`config.mk`:
```
export PLATFORM = sky130hd
export DESIGN_NAME = aclk_prescaler
export DESIGN_NICKNAME = d
export VERILOG_FILES = /design/src/rtl/aclk_div_pkg.sv /design/src/rtl/aclk_cfg_reg.sv /design/src/rtl/aclk_div_core.sv /design/src/rtl/aclk_prescaler.sv
export SDC_FILE = /design/constraint.sdc
export NUM_CORES = 1
export LEC_CHECK = 0
export BUFFER_PORTS_ARGS = -buffer_cell sky130_fd_sc_hd__buf_2
export CAP_MARGIN = 40
export CELL_PAD_IN_SITES_DETAIL_PLACEMENT = 0
export CELL_PAD_IN_SITES_GLOBAL_PLACEMENT = 2
export CORE_MARGIN = 5
export CORE_UTILIZATION = 31
export CTS_BUF_LIST = sky130_fd_sc_hd__clkbuf_4
export CTS_CLUSTER_SIZE = 24
export DETAILED_ROUTE_END_ITERATION = 16
export PLACE_DENSITY_LB_ADDON = 0.1
export SETUP_SLACK_MARGIN = 0.2
export SYNTH_ARGS = -nofsm -noshare
export SYNTH_HDL_FRONTEND = slang
export SYNTH_SLANG_ARGS = --single-unit
```
`constraint.sdc`:
```
create_clock -name clk_i -period 2.5 [get_ports clk_i]
set_input_delay 0.25 -clock clk_i [delete_from_list [all_inputs] [get_ports clk_i]]
set_output_delay 0.25 -clock clk_i [all_outputs]
set_load 0.03 [all_outputs]
```
`src/rtl/aclk_div_pkg.sv`:
```
package aclk_div_pkg;

    localparam int DIV_W     = 8;
    localparam int REG_W     = 16;
    localparam int CNT_W     = DIV_W + 1;
    localparam int DIV_MIN   = 2;
    localparam int PAD_W     = REG_W - DIV_W - 2;

    typedef struct packed {
        logic             mcke;
        logic             odd;
        logic [DIV_W-1:0] div;
    } cfg_t;

    localparam cfg_t CFG_RESET = '{mcke: 1'b0, odd: 1'b0, div: DIV_W'(DIV_MIN)};

    function automatic cfg_t cfg_unpack(input logic [REG_W-1:0] w);
        cfg_t c;
        c.div  = w[DIV_W-1:0];
        c.odd  = w[DIV_W];
        c.mcke = w[DIV_W+1];
        return c;
    endfunction

    function automatic logic div_forbidden(input logic [DIV_W-1:0] d);
        return d < DIV_W'(DIV_MIN);
    endfunction

    function automatic cfg_t cfg_sanitize(input cfg_t c);
        cfg_t s;
        s = c;
        if (div_forbidden(c.div)) s.div = DIV_W'(DIV_MIN);
        return s;
    endfunction

    function automatic logic [REG_W-1:0] cfg_pack(input cfg_t c);
        return {{PAD_W{1'b0}}, c};
    endfunction

endpackage

```
`src/rtl/aclk_cfg_reg.sv`:
```
module aclk_cfg_reg
    import aclk_div_pkg::*;
(
    input  logic             clk_i,
    input  logic             rst_i,
    input  logic             we_i,
    input  logic [REG_W-1:0] wdata_i,
    input  logic             en_i,
    input  logic             run_i,
    output cfg_t             cfg_o,
    output cfg_t             act_o,
    output logic             err_o
);

    cfg_t cfg_q, cfg_d, act_q;
    logic err_q, wr_ok;
    cfg_t wr_cfg;

    assign wr_ok  = we_i && !en_i;
    assign wr_cfg = cfg_unpack(wdata_i);

    always_comb begin
        cfg_d = cfg_q;
        if (wr_ok) cfg_d = cfg_sanitize(wr_cfg);
    end

    always_ff @(posedge clk_i) begin
        if (rst_i) begin
            cfg_q <= CFG_RESET;
            act_q <= CFG_RESET;
            err_q <= 1'b0;
        end else begin
            cfg_q <= cfg_d;
            if (!run_i) act_q <= cfg_d;
            if (wr_ok && div_forbidden(wr_cfg.div)) err_q <= 1'b1;
        end
    end

    assign cfg_o = cfg_q;
    assign act_o = act_q;
    assign err_o = err_q;

    // writes while enabled leave the register untouched
    p_wr_ignored_r7: assert property (@(posedge clk_i) disable iff (rst_i)
        en_i |=> $stable(cfg_q));
    // error flag is sticky
    p_err_sticky_r6: assert property (@(posedge clk_i) disable iff (rst_i)
        err_q |=> err_q);
    // stored divide value is never a forbidden one
    p_div_legal_r6: assert property (@(posedge clk_i) disable iff (rst_i)
        cfg_q.div >= DIV_W'(DIV_MIN) && act_q.div >= DIV_W'(DIV_MIN));
    // latched settings hold while running
    p_act_hold_r7: assert property (@(posedge clk_i) disable iff (rst_i)
        run_i |=> $stable(act_q));

endmodule

```
`src/rtl/aclk_div_core.sv`:
```
module aclk_div_core
    import aclk_div_pkg::*;
(
    input  logic clk_i,
    input  logic rst_i,
    input  logic run_i,
    input  cfg_t act_i,
    output logic bclk_o,
    output logic fall_stb_o
);

    logic [CNT_W-1:0] cnt_q;
    logic [CNT_W-1:0] half_len;
    logic             bclk_q, stb_q, at_end;

    // high phase carries the extra cycle of an odd ratio
    assign half_len = {1'b0, act_i.div} + CNT_W'(bclk_q & act_i.odd);
    assign at_end   = (cnt_q == half_len - CNT_W'(1));

    always_ff @(posedge clk_i) begin
        if (rst_i || !run_i) begin
            cnt_q  <= '0;
            bclk_q <= 1'b0;
            stb_q  <= 1'b0;
        end else if (at_end) begin
            cnt_q  <= '0;
            bclk_q <= !bclk_q;
            stb_q  <= bclk_q;
        end else begin
            cnt_q  <= cnt_q + CNT_W'(1);
            stb_q  <= 1'b0;
        end
    end

    assign bclk_o     = bclk_q;
    assign fall_stb_o = stb_q;

    // output low whenever the divider was stopped
    p_idle_low_r4: assert property (@(posedge clk_i) disable iff (rst_i)
        !run_i |=> !bclk_q);
    // strobe lasts one cycle
    p_stb_single_r5: assert property (@(posedge clk_i) disable iff (rst_i)
        stb_q |=> !stb_q);
    // strobe coincides with a high-to-low transition
    p_stb_edge_r5: assert property (@(posedge clk_i) disable iff (rst_i)
        stb_q |-> (!bclk_q && $past(bclk_q)));
    // counter never passes the phase length
    p_cnt_bound_r2: assert property (@(posedge clk_i) disable iff (rst_i)
        cnt_q < half_len);

endmodule

```
`src/rtl/aclk_prescaler.sv`:
```
module aclk_prescaler
    import aclk_div_pkg::*;
(
    input  logic        clk_i,
    input  logic        rst_i,
    input  logic        cfg_we_i,
    input  logic [15:0] cfg_wdata_i,
    output logic [15:0] cfg_rdata_o,
    input  logic        en_i,
    input  logic        master_i,
    output logic        bclk_o,
    output logic        fall_stb_o,
    output logic        mclk_oe_o,
    output logic        cfg_err_o
);

    logic run;
    cfg_t cfg, act;

    assign run = en_i && master_i;

    aclk_cfg_reg u_cfg (
        .clk_i  (clk_i),
        .rst_i  (rst_i),
        .we_i   (cfg_we_i),
        .wdata_i(cfg_wdata_i),
        .en_i   (en_i),
        .run_i  (run),
        .cfg_o  (cfg),
        .act_o  (act),
        .err_o  (cfg_err_o)
    );

    aclk_div_core u_core (
        .clk_i     (clk_i),
        .rst_i     (rst_i),
        .run_i     (run),
        .act_i     (act),
        .bclk_o    (bclk_o),
        .fall_stb_o(fall_stb_o)
    );

    assign cfg_rdata_o = cfg_pack(cfg);
    assign mclk_oe_o   = run && act.mcke;

    // nothing toggles outside master mode
    p_no_run_r10: assert property (@(posedge clk_i) disable iff (rst_i)
        !master_i |=> (!bclk_o && !fall_stb_o));
    // pad enable only while running
    p_mclk_run_r9: assert property (@(posedge clk_i) disable iff (rst_i)
        mclk_oe_o |-> run);

endmodule

```
==> results.yml, run 1 <==
setup_path:
  crit_path_cell_trace: "inv_2 -> ha_4 -> or4b_4 -> o2111a_1 -> a311o_1 -> o2111a_2 -> buf_12 -> buf_16 -> nor3b_2"
  cp-start-kind: "flop"
  path_buf_inv: 3
  r2r_slack_ns: 0.17
  r2r-start: "u_cfg.act_o[0]"
  setup.worst_path.start: "u_cfg.act_o[0]"
  critPathTopFamily: "compound AO/OA/AOI/OAI gates"
  reg2regPathDepth: 9
  worstSetupPathType: "flop to flop"
  cp_max_fo: 5
  worstReg2RegEnd: "u_core.cnt_q[1]"
  crit_slowest_cell: "or4b_4"
  endpoint_kind: "flop"
  arrival_ns: 2.59
  worst_path_largest_cell_delay_ns: 0.49
  worstPathRequired_ns: 2.76
timing:
  finClkSkew_ns: 0.00393
  max_slew_margin: 0.557
  setup_viol: 0
  maxSlewViolCount: 0
  fin_crit_ns: 2.33
  tns_ns: 0
  rsz0062_at_grt: "true"
  hold_viol: 0
  max_slew.worst_pin.slew_ns: 0.661
  min_period_over_period: 0.930
  fmax_mhz: 430
synthesis:
  ys_seq_elements: 32
  synth.top_cell.area_share: 0.425
  syn_area_sq_mm: 0.00151
  netlist_instances: 170
  async_flop_share: 0
  yosys_warnings: 0
  ys.flop_type: "dfxtp_1"
  ys_seq_area_frac: 0.425
  synth.area.top_cells: "dfxtp_1, xnor2_1, nand2_1"
  synth_edf_count: 0
  synth.largest_area_cell: "dfxtp_1"
  synth.avg_cell_area_sq_um: 8.87
  ys_types: 41
clock_tree:
  htreeDepth: 2
  cts_buffer_depth: 2
  numCtsBuffers: 5
  clock_sinks: 32
  clk_pin_slew_ns: 0.10
  cts_tree: "built"
  clock_latency_ns: 0.33
  clockRootBuffer: "clkbuf_4"
detailed_routing:
  first_pass_iters: 4
  drtAntennaViolNets: 0
  drc: 0
  viasPerCell: 4.68
  wirelength_microns: 3550
  drt_iter0_markers: 62
  wl_per_cell_microns: 13.1
  vias: 1269
grt:
  antenna_found_initial: 0
  overflow: 0
  grt_max_degree: 16
  grt_use_total: 0.118
  grt_pass1_wl_microns: 5880
  grt_pass1_vias: 1279
floorplan:
  core_area_sq_mm: 0.00472
  dieArea_sq_mm: 0.00636
  io_pins: 41
  dieHeight_microns: 79.7
  start_util: 0.319
  rows: 25
  die_w_microns: 79.7
pwr:
  pwr_density_cell_mw_per_mm2: 577
  ir_drop_v: 0.000242
  leakagePower_nw: 0.779
finish:
  multi_input_area_sq_um: 880
  nets: 227
  area_growth_pct: 28.3
  antennaDiodeCount: 0
  seq_area_sq_um: 643
  stdcell_area_sq_mm: 0.00193
  drive_gt1_frac: 0.314
  fillers: 479
  finalNonFillerCells: 271
min_path:
  min_delay_path_depth: 3
  holdPathEnd: "u_cfg.cfg_o[9]"
  min_path_type: "primary input to flop"
  hp-start: "cfg_wdata_i[9]"
placed_design:
  io_buffers: 28
  place.gp.congestion: 0.710
  hpwl_microns: 2560
  dp.cells: 260
  place_area_sq_mm: 0.00171
outcome:
  status: "finished, final reports clean"
flow_run:
  cap_viol_max_count: 0
-- what timing repair did --
| item | in CTS | in global routing |
|---|---|---|
| gates cloned | 1 | 0 |
| setup endpoints to repair | 11 | 11 |
| buffers inserted | 2 | 0 |
| pin swaps | 9 | 5 |
| gates resized for setup | 15 | 5 |
| hold buffers | 0 | 0 |
-- where the power goes --
part	switching [mW]	internal [mW]	leakage, nW
clock network	0.178	0.204	0.0403
registers	0.0197	0.531	0.262
logic	0.101	0.0825	0.477
-- worst register-to-register path: stages, from the launching register on --
cell	delay (ns)
dfxtp_1	0.34
inv_2	0.07
ha_4	0.15
or4b_4	0.49
o2111a_1	0.25
a311o_1	0.28
o2111a_2	0.30
buf_12	0.14
buf_16	0.13
nor3b_2	0.13
-- layer usage --
layer  part of all wire  GRT usage  vias up
li1                   -          -      644
met1               0.45      0.144      594
met2               0.49      0.194       25
met3              0.046     0.0372        6
met4              0.015     0.0405        0
met5                  0          0        -
-- cell families (layout without fill, tap and decap cells) --
family	Yosys count	in the layout	share of synthesized area
AND/OR/NAND/NOR	71	71	0.235
adder cells (fa/ha/maj)	3	3	0.0249
XOR/XNOR	18	18	0.105
flip-flops	32	32	0.425
other	1	6	0.00249
buffers and inverters	17	46	0.0631
AO/OA/AOI/OAI	26	26	0.132
multiplexers	2	2	0.0133
-- area by class of cell --
class | instances | area share
clock buffer | 5 | 0.0194
timing repair buffer | 36 | 0.127
sequential | 32 | 0.332
inverter | 2 | 0.00388
multi-input combinational | 126 | 0.455
clock inverter | 3 | 0.0194
tap | 67 | 0.0433
-- worst max path at each step --
stage | endpoint | slack, ns | cells past startpoint
global placement | u_core.bclk_o | 0.08 | 9
global route | u_core.bclk_o | 0.10 | 8
floorplan | u_core.bclk_o | 0.22 | 9
detailed placement | u_core.bclk_o | -0.002 | 9
finish | u_core.cnt_q[1] | 0.17 | 9
CTS | u_core.bclk_o | 0.17 | 9
-- flip-flops by register name (all words and copies together), names as in the netlist --
name               cells
u_cfg.act_o           10
u_cfg.cfg_o           10
u_core.cnt_q           9
u_cfg.err_o            1
u_core.bclk_o          1
u_core.fall_stb_o      1
-- cell usage after synthesis (all sizes together) (2+ instances only) --
master,n
o22a,8
a21oi,8
dfxtp,32
buf,9
xor2,7
ha,3
o2111a,2
inv,2
nor2,10
nand3,6
xnor2,11
or3,2
nor3b,2
nor3,12
nor4,2
and3,3
mux2i,2
clkbuf,6
nand2,25
nand2b,3
-- cells in the final DEF, fill, tap and decap left out, drive strengths merged, types with 2 or more instances in the layout --
cell     n
nor3b    2
nand2b   3
o22a     8
clkinv   2
mux2i    2
nor3    12
and3     3
inv      2
dfxtp   32
nand3    6
nor4     2
o2111a   2
xnor2   11
nor2    10
or3      2
xor2     7
clkbuf   5
buf     36
a21oi    8
conb     6
nand2   25
ha       3
-- stage by stage --
step,hold slack [ns],total power [mW],util,setup slack (ns)
floorplan,0.343,0.674,-,0.218
global placement,0.451,0.712,0.363,0.0841
detailed placement,0.455,0.714,0.363,-0.00246
CTS,0.154,1.12,0.402,0.168
global route,0.166,1.18,0.410,0.102
finish,0.168,1.12,0.410,0.174
Note: power is estimated with default switching activity, not from simulation.
==> run 2, diff against run 1 <==
--- a/config.mk
+++ b/config.mk
@@ -9,6 +9,7 @@
 export CAP_MARGIN = 40
 export CELL_PAD_IN_SITES_DETAIL_PLACEMENT = 0
 export CELL_PAD_IN_SITES_GLOBAL_PLACEMENT = 2
+export CORE_ASPECT_RATIO = 0.8
 export CORE_MARGIN = 5
 export CORE_UTILIZATION = 31
 export CTS_BUF_LIST = sky130_fd_sc_hd__clkbuf_4
==> results.yml, run 2 (synthesized netlist as in run 1, its figures left out) <==
clock_tree:
  numCtsBuffers: 5
  clockRootBuffer: "clkbuf_4"
  cts_buffer_depth: 2
  clk_pin_slew_ns: 0.11
  clock_latency_ns: 0.33
  cts_tree: "built"
  clock_sinks: 32
  htreeDepth: 2
grt:
  grt_max_degree: 16
  grt_use_total: 0.114
  grt_busiest_layer: "met2"
  grt_pass1_vias: 1242
  use_met3: 0.0397
  gr-usage-met1: 0.156
  overflow: 0
  antenna_found_initial: 0
  grt_pass1_wl_microns: 5690
  gr-usage-met2: 0.167
floorplan:
  dieHeight_microns: 72.4
  die_w_microns: 88.0
  dieArea_sq_mm: 0.00637
  io_pins: 41
  core_area_sq_mm: 0.00465
  start_util: 0.324
  rows: 22
finish:
  stdcell_area_sq_mm: 0.00187
  nets: 225
  area_growth_pct: 24.1
  antennaDiodeCount: 0
  final_util: 0.402
  drive_gt1_frac: 0.312
  final_cell_mix: "dfxtp_1, buf_2, nand2_1"
  final_common_cell: "dfxtp_1"
pwr:
  pwr_density_cell_mw_per_mm2: 545
  leakagePower_nw: 0.750
  finalPower_mw: 1.02
  ir_drop_v: 0.000323
detailed_routing:
  viasPerCell: 4.81
  vias: 1261
  wirelength_microns: 3460
  drtAntennaViolNets: 0
  drc: 0
  drt_iter0_markers: 20
  wl_per_cell_microns: 13.2
  first_pass_iters: 4
timing:
  fin_crit_ns: 2.34
  max_slew_margin: 0.568
  worst_hold_slack_ns: 0.162
  fmax_mhz: 428
  hold_viol: 0
  max_slew.worst_pin.slew_ns: 0.646
  finClkSkew_ns: 0.0142
  maxSlewViolCount: 0
  rsz0062_at_grt: "true"
  min_period_over_period: 0.934
  setup_viol: 0
placed_design:
  hpwl_microns: 2580
  place_area_sq_mm: 0.00170
  io_buffers: 28
  place.gp.congestion: 0.738
setup_path:
  cp-start-kind: "flop"
  cp_max_fo: 6
  worstPathRequired_ns: 2.75
  worstSetupPathType: "flop to flop"
  arrival_ns: 2.58
  endpoint_kind: "flop"
min_path:
  min_path_type: "primary input to flop"
outcome:
  status: "finished, final reports clean"
flow_run:
  cap_viol_max_count: 0
-- run 2: power breakdown --
group	switching, mW	internal, mW	total, mW
sequential	0.0208	0.531	0.551
combinational	0.0990	0.0768	0.176
clock	0.175	0.118	0.293
total	0.295	0.725	1.02
-- run 2: critical path, cell delays in order, from the launching register on --
cell	delay, ns
dfxtp_2	0.34
nand2_2	0.08
ha_4	0.15
or4b_4	0.49
or3_4	0.35
a211oi_2	0.24
o2111a_2	0.31
buf_12	0.13
mux2i_1	0.18
-- run 2: repair_timing --
action                     in CTS  in global routing
hold buffers                    0                  0
setup endpoints to repair      11                 11
gates cloned                    0                  1
buffers inserted                1                  0
pin swaps                       1                  8
resized for setup               7                 11
hold endpoints to repair        0                  0
-- run 2: per-layer routing --
metal | share of wire | vias to the layer above
li1 | - | 639
met1 | 0.50 | 588
met2 | 0.44 | 29
met3 | 0.047 | 5
met4 | 0.0098 | 0
met5 | 0 | -
-- run 2: worst paths after layout --
path / start / slack (ns) / end / cells after the start
setup / recovery: u_cfg.act_o[8] / 0.16 / u_core.bclk_o / 8
hold / removal: cfg_wdata_i[9] / 0.16 / u_cfg.cfg_o[9] / 3
setup reg to reg: u_cfg.act_o[8] / 0.16 / u_core.bclk_o / 8
hold reg to reg: u_cfg.cfg_o[9] / 0.48 / u_cfg.cfg_o[9] / 2
-- run 2: through the flow --
stage | TNS [ns] | std cells | setup slack (ns)
6_report | 0 | 262 | 0.164
3_3_place_gp | 0 | 252 | 0.0653
2_1_floorplan | 0 | 175 | 0.218
3_5_place_dp | -0.100 | 252 | -0.0765
5_1_grt | 0 | 262 | 0.0785
4_1_cts | 0 | 261 | 0.160
-- run 2: final cells by class --
| cell class | count | area, sq um |
|---|---|---|
| clock inverters | 2 | 11.3 |
| repair buffers | 34 | 215 |
| multi-input cells | 126 | 873 |
| flip-flops and latches | 32 | 643 |
| well taps | 60 | 75.1 |
| inverters | 2 | 7.51 |
| clock buffers | 6 | 45.0 |
| fillers | 496 | 2780 |
